### src/rtl/disk_rec_pkg.sv
package disk_rec_pkg;
  localparam int unsigned CMD_W = 16;
  localparam int unsigned REC_W = 2;
  localparam int unsigned OP_W  = 2;

  typedef enum logic [REC_W-1:0] {
    REC_HDR  = 2'd0,
    REC_LBL  = 2'd1,
    REC_IDLE = 2'd2,
    REC_DAT  = 2'd3
  } rec_e;

  localparam int unsigned HDR_LSB = 6;
  localparam int unsigned LBL_LSB = 4;
  localparam int unsigned DAT_LSB = 2;

  localparam logic [OP_W-1:0] BR_READ  = 2'd0;
  localparam logic [OP_W-1:0] BR_CHECK = 2'd2;
  localparam logic [OP_W-1:0] BR_WRITE = 2'd3;
endpackage

### src/rtl/disk_rec_ring.sv
module disk_rec_ring
  import disk_rec_pkg::*;
(
  input  logic             clk_i,
  input  logic             rst_ni,
  input  logic             load_i,
  input  logic             inc_i,
  output logic [REC_W-1:0] rec_o,
  output logic             ovr_o
);
  logic [REC_W-1:0] rec_q;
  logic             ovr_q;
  logic             step;

  assign step = inc_i && !load_i;

  always_ff @(posedge clk_i or negedge rst_ni) begin
    if (!rst_ni) begin
      rec_q <= '0;
      ovr_q <= 1'b0;
    end else begin
      ovr_q <= step && (rec_q == REC_IDLE);
      if (load_i)    rec_q <= '0;
      else if (step) rec_q <= {rec_q[0], ~rec_q[1]};  // twisted ring
    end
  end

  assign rec_o = rec_q;
  assign ovr_o = ovr_q;

  p_load_clears_r2: assert property (@(posedge clk_i) disable iff (!rst_ni)
    load_i |=> rec_q == '0);
  p_ring_order_r3: assert property (@(posedge clk_i) disable iff (!rst_ni)
    (step && rec_q == REC_HDR) |=> rec_q == REC_LBL);
  p_ring_dat_r3: assert property (@(posedge clk_i) disable iff (!rst_ni)
    (step && rec_q == REC_LBL) |=> rec_q == REC_DAT);
  p_hold_r3: assert property (@(posedge clk_i) disable iff (!rst_ni)
    (!load_i && !inc_i) |=> $stable(rec_q));
  p_load_wins_r4: assert property (@(posedge clk_i) disable iff (!rst_ni)
    (load_i && inc_i) |=> rec_q == REC_HDR);
  p_ovr_pulse_r8: assert property (@(posedge clk_i) disable iff (!rst_ni)
    ovr_q |-> $past(rec_q) == REC_IDLE);
endmodule

### src/rtl/disk_rec_cmd.sv
module disk_rec_cmd
  import disk_rec_pkg::*;
(
  input  logic             clk_i,
  input  logic             rst_ni,
  input  logic             load_i,
  input  logic [CMD_W-1:0] bus_i,
  output logic [CMD_W-1:0] cmd_o
);
  logic [CMD_W-1:0] cmd_q;

  always_ff @(posedge clk_i or negedge rst_ni) begin
    if (!rst_ni)     cmd_q <= '0;
    else if (load_i) cmd_q <= bus_i;
  end

  assign cmd_o = cmd_q;

  p_cmd_capture_r2: assert property (@(posedge clk_i) disable iff (!rst_ni)
    load_i |=> cmd_q == $past(bus_i));
  p_cmd_hold_r3: assert property (@(posedge clk_i) disable iff (!rst_ni)
    !load_i |=> $stable(cmd_q));
endmodule

### src/rtl/disk_rec_branch.sv
module disk_rec_branch
  import disk_rec_pkg::*;
(
  input  logic [CMD_W-1:0] cmd_i,
  input  logic [REC_W-1:0] rec_i,
  output logic [OP_W-1:0]  branch_o
);
  logic [OP_W-1:0] field;
  logic            none;

  always_comb begin
    none = 1'b0;
    unique case (rec_e'(rec_i))
      REC_HDR: field = cmd_i[HDR_LSB +: OP_W];
      REC_LBL: field = cmd_i[LBL_LSB +: OP_W];
      REC_DAT: field = cmd_i[DAT_LSB +: OP_W];
      default: begin field = '0; none = 1'b1; end
    endcase
  end

  always_comb begin
    if (none) branch_o = BR_READ;
    else begin
      unique case (field)
        2'd0:    branch_o = BR_READ;
        2'd1:    branch_o = BR_CHECK;
        default: branch_o = BR_WRITE;
      endcase
    end
  end

  always_comb begin
    if (rec_i == REC_IDLE) a_idle_read_r7: assert (branch_o == BR_READ);
    a_never_one_r5: assert (branch_o != 2'd1);
  end
endmodule

### src/rtl/disk_rec_seq.sv
module disk_rec_seq
  import disk_rec_pkg::*;
(
  input  logic        clk_i,
  input  logic        rst_ni,
  input  logic        load_i,
  input  logic        inc_i,
  input  logic [15:0] bus_i,
  output logic [15:0] cmd_o,
  output logic [1:0]  rec_o,
  output logic [1:0]  branch_o,
  output logic        ovr_o
);
  disk_rec_cmd u_cmd (
    .clk_i(clk_i), .rst_ni(rst_ni), .load_i(load_i), .bus_i(bus_i), .cmd_o(cmd_o)
  );
  disk_rec_ring u_ring (
    .clk_i(clk_i), .rst_ni(rst_ni), .load_i(load_i), .inc_i(inc_i),
    .rec_o(rec_o), .ovr_o(ovr_o)
  );
  disk_rec_branch u_br (
    .cmd_i(cmd_o), .rec_i(rec_o), .branch_o(branch_o)
  );

  p_ovr_single_r8: assert property (@(posedge clk_i) disable iff (!rst_ni)
    ovr_o |-> rec_o == REC_HDR);
  p_hdr_field_r6: assert property (@(posedge clk_i) disable iff (!rst_ni)
    (rec_o == REC_HDR && cmd_o[7:6] == 2'd0) |-> branch_o == 2'd0);
endmodule

### config.mk
export PLATFORM = sky130hd
export DESIGN_NAME = disk_rec_seq
export DESIGN_NICKNAME = d
export VERILOG_FILES = /design/src/rtl/disk_rec_pkg.sv /design/src/rtl/disk_rec_ring.sv /design/src/rtl/disk_rec_cmd.sv /design/src/rtl/disk_rec_branch.sv /design/src/rtl/disk_rec_seq.sv
export SDC_FILE = /design/constraint.sdc
export NUM_CORES = 1
export LEC_CHECK = 0
export ABC_CLOCK_PERIOD_IN_PS = 900
export BUFFER_PORTS_ARGS = -buffer_cell sky130_fd_sc_hd__buf_2
export CAP_MARGIN = 20
export CORE_UTILIZATION = 38
export DETAILED_ROUTE_END_ITERATION = 16
export GPL_ROUTABILITY_DRIVEN = 0
export PLACE_DENSITY = 0.81
export SLEW_MARGIN = 30
export SYNTH_ARGS = -nofsm -noshare
export SYNTH_HDL_FRONTEND = slang
export SYNTH_SLANG_ARGS = --single-unit
### constraint.sdc
create_clock -name clk_i -period 0.9 [get_ports clk_i]
set_input_delay 0.045 -clock clk_i [delete_from_list [all_inputs] [get_ports clk_i]]
set_output_delay 0.045 -clock clk_i [all_outputs]
set_load 0.01 [all_outputs]
Word level (Yosys, flattened, before mapping)
Cells that the tools add are included.
{ "op_classes": {"muxes": 5, "n_reduce_logical": 7, "n_bitwise": 1, "eq_ne": 4} }
{ "op_table": {"columns": ["cell", "count"], "rows": [
  ["$mux W2", 3],
  ["$pmux W2 S3", 1],
  ["$eq A2 B1 Y1 const B", 2],
  ["$eq A2 B2 Y1 const B", 2],
  ["$logic_not A2 Y1", 2],
  ["$pmux W2 S2", 1],
  ["$reduce_or A3 Y1", 1],
  ["$logic_and A1 B1 Y1", 2],
  ["$reduce_bool A2 Y1", 1],
  ["$logic_not A1 Y1", 1],
  ["$not A1 Y1", 1]
]} }
{ "totals": {"ff_bits": 19, "inputBits": 20} }

Depth between registers and ports, before layout
Gate-level depths: netlist of the first run.
{ "logic_depth": {"ltp_word": 5, "ltp_mapped": 4, "mapped_depth_nobuf": 3} }

By module
Synthesis of the first run repeated with hierarchy kept, for this count alone.
{ "hier_totals": {"cells_unflattened": 47, "hier_area_um2": 807.0} }
{ "by_module_without_submodules": {"columns": ["mod", "cells_each", "n_inst", "area_per_inst_um2"], "rows": [
  ["disk_rec_cmd", 34, 1, 649.4],
  ["disk_rec_ring", 8, 1, 112.6],
  ["disk_rec_branch", 5, 1, 45.0]
]} }

Least setup slack after synthesis of the first run
Ideal clock, no wire load.
{ "synth_path": {"kind": "register to output", "from": "register u_ring.rec_q[0], in the netlist u_ring.rec_o[0]", "to": "output branch_o[1]", "path_buffers": 1, "required_ps": 855, "arrival_time_ps": 1189, "path_slack_ps": -334, "path_stages_with_launch": 5, "cell_sequence": "dfrtp_1 > buf_6 > mux2i_1 > o21ai_1 > a311o_1"} }
{ "synth_between": {"elab_chain_len": 5} }
{ "synth_lines": {"columns": ["element", "line_no", "source"], "rows": [
  ["start, declared", "disk_rec_ring.sv:11", "logic [REC_W-1:0] rec_q;"],
  ["start signal, assigned", "disk_rec_ring.sv:24", "else if (step) rec_q <= {rec_q[0], ~rec_q[1]};"],
  ["$eq A2 B2 Y1, or another cell as far along", "disk_rec_branch.sv:13", "unique case (rec_e'(rec_i))"],
  ["$pmux W2 S3", "disk_rec_branch.sv:13", null],
  ["$eq A2 B1 Y1 / $logic_not A2 Y1 (equally long branches)", "disk_rec_branch.sv:24", "unique case (field)"],
  ["$pmux W2 S2", "disk_rec_branch.sv:24", null],
  ["$mux W2 (*)", "disk_rec_branch.sv:22", "if (none) branch_o = BR_READ;"],
  ["end, declared", "disk_rec_seq.sv:11", "output logic [1:0] branch_o,"]
]} }
Mark *: on every way between the ends. The rest lies on a longest branch, timed or not.

Worst setup path after layout of the first run
Ends and elaborated chain as after synthesis.

==> results of run 1 <==
## flip-flops by register name (all words and copies together), names as in the netlist
signal and count:
u_ring.ovr_o 1, u_ring.rec_o 2, u_cmd.cmd_o 16
## metal layers
metal  vias to the layer above  wire length, um
met5                         -                0
met4                         0                0
met3                         0               64
met2                        24             1088
li1                        316                -
met1                       326              776
## power by group
part / leakage [uW] / internal [uW] / switching, uW
clock network: 0.0000150 / 172 / 243
registers: 0.000224 / 933 / 55.0
logic: 0.000423 / 353 / 213
total: 0.000663 / 1460 / 512
## cell usage in the layout, fill, tap and decap left out
cell and n:
a311o_1 1, mux2_2 15, mux2i_2 1, o21ai_2 1, dfrtp_2 2, buf_6 16, nor2_1 3, nor4b_4 1
buf_4 5, mux2_4 1, clkbuf_4 3, dfrtp_1 17, clkbuf_1 1, nand3_1 1, buf_2 31, mux2i_1 3
dlygate4sd3_1 17, inv_2 1
## metrics by stage
stage | total power (uW) | cell area [um^2]
2_1_floorplan | 1181 | 767.0
3_3_place_gp | 1379 | 1042
3_5_place_dp | 1394 | 1042
4_1_cts | 1946 | 1324
5_1_grt | 2071 | 1369
6_report | 1969 | 1369
## repair_timing
item,in CTS,in global routing
endpoints found under the hold margin,35,0
gates resized for setup,19,6
pin swaps,0,1
setup buffers,2,6
setup endpoints to repair,13,20
cloned,0,0
hold buffers,17,0
## worst reg2reg max path: cells and delay by family (launching register included)
family	cells	cell delay, ps
flip-flops	1	460
buffers and inverters	2	270
multiplexers	1	150
AND/OR/NAND/NOR	1	60
## layout make-up
class                           instances  area, um^2
Tap cell                               25       31.28
Inverter                                1       3.754
Sequential cell                        19       478.0
Clock buffer                            4       26.28
Timing Repair Buffer                   69       543.0
Fill cell                             120       432.9
Multi-Input combinational cell         27       286.5
## final timing paths
kind | slack (ps) | cells after the start | endpoint | from
max | -620 | 5 | branch_o[1] | u_ring.rec_o[0]$_DFFE_PN0P_
min | 50 | 2 | u_ring.ovr_o$_DFF_PN0_ | inc_i
max reg2reg | -150 | 4 | u_ring.rec_o[1]$_DFFE_PN0P_ | u_ring.rec_o[0]$_DFFE_PN0P_
min reg2reg | 510 | 1 | u_cmd.cmd_o[8]$_DFFE_PN0P_ | u_cmd.cmd_o[8]$_DFFE_PN0P_
max in group asynchronous | 340 | 2 | u_ring.rec_o[1]$_DFFE_PN0P_ | rst_ni
min in group asynchronous | 230 | 2 | u_cmd.cmd_o[0]$_DFFE_PN0P_ | rst_ni
## cell families (layout without fill, tap and decap cells)
logic type / Yosys count / after routing / synth area share [%]
AOI/OAI and AO/OA: 2 / 2 / 1.967
buffers and inverters: 4 / 74 / 3.606
and+or+nand+nor: 5 / 5 / 3.278
DFF: 19 / 19 / 62.30
muxes: 20 / 20 / 28.85
==> key figures, run 1 <==
Clock network
  • TritonCTS buffer count: 3
  • H-tree depth: 1
  • CTS root buf: clkbuf_4
  • Clock transition at path regs: around 100 ps
  • Clock Tree Buf Depth: 2
  • Later-pin clock latency in the skew report: 290 ps
  • CTS tree: built
  • Sink Count: 19

Pwr
  • Leakage: approximately 0.00066 uW
  • VDD IR-drop max: about 1100 uV
  • PD cells: about 1400 nW/um^2

Critical path
  • Critical Path AT: between 1000 and 1500 ps
  • Crit path buf inv count: 2
  • Slowest-stage cell, CP: dfrtp_2
  • CP startpoint kind: register
  • Crit path capture type: primary output
  • Worst Path Max Fanout: 4
  • Top delay family on crit path: flip-flops
  • Max incr delay on CP: around 460 ps
  • Crit path cell chain: buf_4 > nand3_1 > o21ai_2 > a311o_1 > buf_2
  • CP required: 850 ps
  • Crit Path Class: register to primary output

Logic synthesis
  • Most common cell in the synthesized netlist: dfrtp_1
  • Ys async rst share: 100.0%
  • Netlist cell types: 12
  • Syn Inst Count: 50
  • Commonest cells in the netlist: 19 x dfrtp_1, 16 x mux2_2, 4 x mux2i_1, 3 x nor2_1
  • Top cells by area, synth: dfrtp_1 62%, mux2_2 24%, mux2i_1 5.2%
  • Share of the synthesized area in the top cell type: between 60% and 70%
  • Dominant register cell in the synthesized netlist: dfrtp_1
  • Syn_area_per_cell: between 15 and 20 um^2
  • #FFs+latches synth: 19
  • Largest area contributor in the netlist: dfrtp_1
  • Post-synthesis sequential area ratio: 62.30%
  • Post-Syn Nets: 70
  • Mapped Area: approximately 760 um^2
  • Synthesis Warnings: 0
  • Post-synth EDFFs: 0

Placement
  • Pre-CTS WS: -299.0 ps
  • IO buf count: 40
  • Placed cells: 121
  • Post-detail-place hpwl: roughly 1.1 mm

STA
  • Max-slew headroom: a little under three quarters
  • Final hold vios: 0
  • Final worst path period share: 169.4%
  • RSZ-0062 raised after global routing: true
  • Setup TNS: -2365 ps
  • FMAX: roughly 0.66 GHz
  • Slew Limit Fails: 0
  • WHS: ~45 ps
  • Worst Tran Pin Value: around 420 ps
  • # setup viols final: 14
  • Final setup skew: 6.593 ps
  • Min Clock Period, post-route: 1525 ps
  • Worst setup margin: -624.6 ps

Worst hold path
  • Hold crit path type: primary input to register

Detailed routing
  • Vias/cell: about 4.6
  • Drt total wl: just under 2 mm
  • DR WL/cell: 13.30 um
  • Iter 0 DRT Violations: 3
  • Routed vias: approximately 670
  • Drt drc: 0
  • Detail Route Antenna Nets: 0
  • DR pass1 iterations: 4

Finish
  • P&R area growth vs syn: 79.34%
  • Final Net Count: between 100 and 150
  • Ant. Diodes: 0
  • Core Util, Final: around three quarters
  • Layout cells sized above 1: around 64%
  • Post-Layout Cell Count: about 150

Global route
  • Met1 Usage GRT: about a fifth
  • Via count of the first global-routing pass: between 600 and 700
  • Initial antenna violation count: 0
  • GR Layer Usage met3: slightly above 3%
  • Grt met2 use: 35.83%
  • Gr busiest metal: met2
  • Global-route usage over all layers: a little under a fifth
  • GR Overflow Total: 0
  • First-pass GRT wire length: 2.863 mm
  • Maximum number of pins on one net before global-route repair: 20

Floorplanning
  • DIE WIDTH: 46.82 um
  • Die area: 2192 um^2
  • Chip Height: ~47 um
  • Initial Util: a little over two fifths
  • Core Area: 1802 um^2
  • I/O pin cnt: about 40
  • Rows: 15

Outcome
  • Failing checks: negative setup slack
  • Outcome: complete, but fails checks

Run
  • Max-cap violations: 0
Power figures use the tool's default switching activity.
==> run 2: changes to the inputs <==
--- a/config.mk
+++ b/config.mk
@@ -11,7 +11,9 @@
 export CORE_UTILIZATION = 38
 export DETAILED_ROUTE_END_ITERATION = 16
 export GPL_ROUTABILITY_DRIVEN = 0
+export MAX_ROUTING_LAYER = met4
 export PLACE_DENSITY = 0.81
+export REMOVE_ABC_BUFFERS = 1
 export SLEW_MARGIN = 30
 export SYNTH_ARGS = -nofsm -noshare
 export SYNTH_HDL_FRONTEND = slang
==> key figures, run 2 (synthesis gave the netlist of run 1 again) <==
Finish
  • # fillers: 131
  • FF+latch area: roughly 480 um^2
  • Core Util, Final: ~75%
  • P&R area growth vs syn: 75.90%
  • Most common library cell in the layout ignoring fill and taps: buf_2
  • Final instance area: roughly 1300 um^2
  • Ant. Diodes: 0
  • Max reg flops: 16
  • Multi-input logic area: approximately 280 um^2
  • Highest-count cells in the layout ignoring fill and taps: 32 x buf_2, 18 x dfrtp_1, 17 x dlygate4sd3_1, 17 x buf_6, 16 x mux2_2
  • Layout cells sized above 1: between 60% and 70%
  • Post-Layout Cell Count: roughly 140
  • Final Net Count: around 140

Clock network
  • Clock Tree Buf Depth: 2
  • Clock transition at path regs: about 110 ps
  • TritonCTS buffer count: 3
  • H-tree depth: 1
  • CTS root buf: clkbuf_4
  • CTS tree: built
  • Sink Count: 19
  • Later-pin clock latency in the skew report: roughly 280 ps

Outcome
  • Failing checks: negative setup slack
  • Outcome: complete, but fails checks

Placement
  • IO buf count: 40
  • Placed cells: 120
  • Post-placement cell area: 1031 um^2

Worst hold path
  • Hold EP: u_ring.ovr_o$_DFF_PN0_
  • Hold depth: 2
  • Hold crit path type: primary input to register
  • Hold_sp: inc_i

STA
  • # setup viols final: 14
  • FMAX: 0.6857 GHz
  • Worst setup margin: -558.5 ps
  • Slew Limit Fails: 0
  • Final worst path period share: 162.1%
  • RSZ-0062 raised after global routing: true
  • WHS: approximately 42 ps
  • Worst Tran Pin Value: roughly 440 ps
  • Final hold vios: 0
  • Final setup skew: 4.286 ps
  • Min Clock Period, post-route: around 1500 ps
  • Max-slew headroom: between 70% and 80%

Detailed routing
  • Vias/cell: 4.371
  • Detail Route Antenna Nets: 0
  • Routed vias: between 600 and 700
  • DR pass1 iterations: 2
  • Drt drc: 0
  • Drt total wl: between 1.5 and 2 mm
  • DR WL/cell: 12.34 um
  • Iter 0 DRT Violations: 3

Pwr
  • Sequential power share: between 50% and 60%
  • Power share of the clock group: between 20 and 25%
  • Power share of the combinational group: between 20% and 30%
  • Sw Share: roughly a quarter
  • PD cells: 1443 nW/um^2
  • Leakage: between 0.0006 and 0.0007 uW
  • Internal power: 1436 uW
  • Net Switching: around 500 uW
  • VDD IR-drop max: around 1100 uV
  • Pwr Total: ~1900 uW

Run
  • Max-cap violations: 0

Critical path
  • Crit Path Class: register to primary output
  • CP required: 850 ps
  • Worst reg2reg endpoint: u_ring.ovr_o$_DFF_PN0_
  • Worst r2r src: u_ring.rec_o[0]$_DFFE_PN0P_
  • Worst reg2reg path depth: 3
  • Worst Path Max Fanout: 4
  • R2R setup slack: -130 ps
  • Critical Path AT: 1410 ps
  • Crit path capture type: primary output
  • CP startpoint kind: register

Floorplanning
  • Initial Util: approximately 42%
  • Die area: roughly 2200 um^2
  • DIE WIDTH: 46.82 um
  • Core Area: between 1500 and 2000 um^2
  • Rows: 15
  • Chip Height: between 40 and 50 um
  • I/O pin cnt: 41

Global route
  • Global-route usage over all layers: between 10% and 20%
  • First-pass GRT wire length: between 2 and 3 mm
  • Via count of the first global-routing pass: 630
  • Initial antenna violation count: 0
  • Maximum number of pins on one net before global-route repair: 20
  • GR Overflow Total: 0
run 2: how the worst max path moves through the flow:
stage / startpoint / to / slack, ps / cells past startpoint
floorplan: u_ring.rec_o[0]$_DFFE_PN0P_ / branch_o[1] / -340 / 3
global placement: u_ring.rec_o[0]$_DFFE_PN0P_ / branch_o[1] / -270 / 4
detailed placement: u_ring.rec_o[0]$_DFFE_PN0P_ / branch_o[1] / -300 / 4
CTS: u_ring.rec_o[0]$_DFFE_PN0P_ / branch_o[1] / -570 / 4
global route: u_ring.rec_o[0]$_DFFE_PN0P_ / branch_o[1] / -630 / 4
finish: u_ring.rec_o[0]$_DFFE_PN0P_ / branch_o[1] / -560 / 4
run 2: through the flow:
step	setup slack (ps)	setup TNS [ps]
2_1_floorplan	-342.1	-342.1
3_3_place_gp	-269.8	-292.0
3_5_place_dp	-301.5	-500.1
4_1_cts	-574.1	-2239
5_1_grt	-628.3	-2620
6_report	-558.5	-2003
run 2: worst max-delay path: stages (launching register included):
cell,delay (ps)
dfrtp_2,430
mux2i_1,210
o21ai_1,80
a311o_1,270
buf_2,140
run 2: repair_timing:
item	CTS	global route
buffers inserted	3	3
resized for setup	15	6
pin swaps	2	1
hold buffers	15	2
endpoints found under the setup margin	15	22
endpoints found under the hold margin	33	2
run 2: area by class of cell:
class | instances | area share [%]
Timing Repair Buffer | 67 | 39.42
Clock buffer | 4 | 1.957
Sequential cell | 19 | 35.51
Tap cell | 25 | 2.330
Inverter | 1 | 0.2796
Multi-Input combinational cell | 27 | 20.50
run 2: power by group through the flow:
| stage | Combinational, uW | Clock, uW | Sequential [uW] |
|---|---|---|---|
| after floorplan | 119 | 0 | 1040 |
| after global placement | 380 | 0 | 989 |
| after detailed placement | 393 | 0 | 992 |
| after CTS | 511 | 429 | 981 |
| after global routing | 576 | 465 | 994 |
| final | 534 | 419 | 985 |
run 2: per-layer routing:
metal	up-vias	track usage [%]	wire, um
met5	-	-	0
li1	310	-	-
met2	27	30.83	881
met4	0	5.143	0
met1	288	23.43	801
met3	0	2.692	81
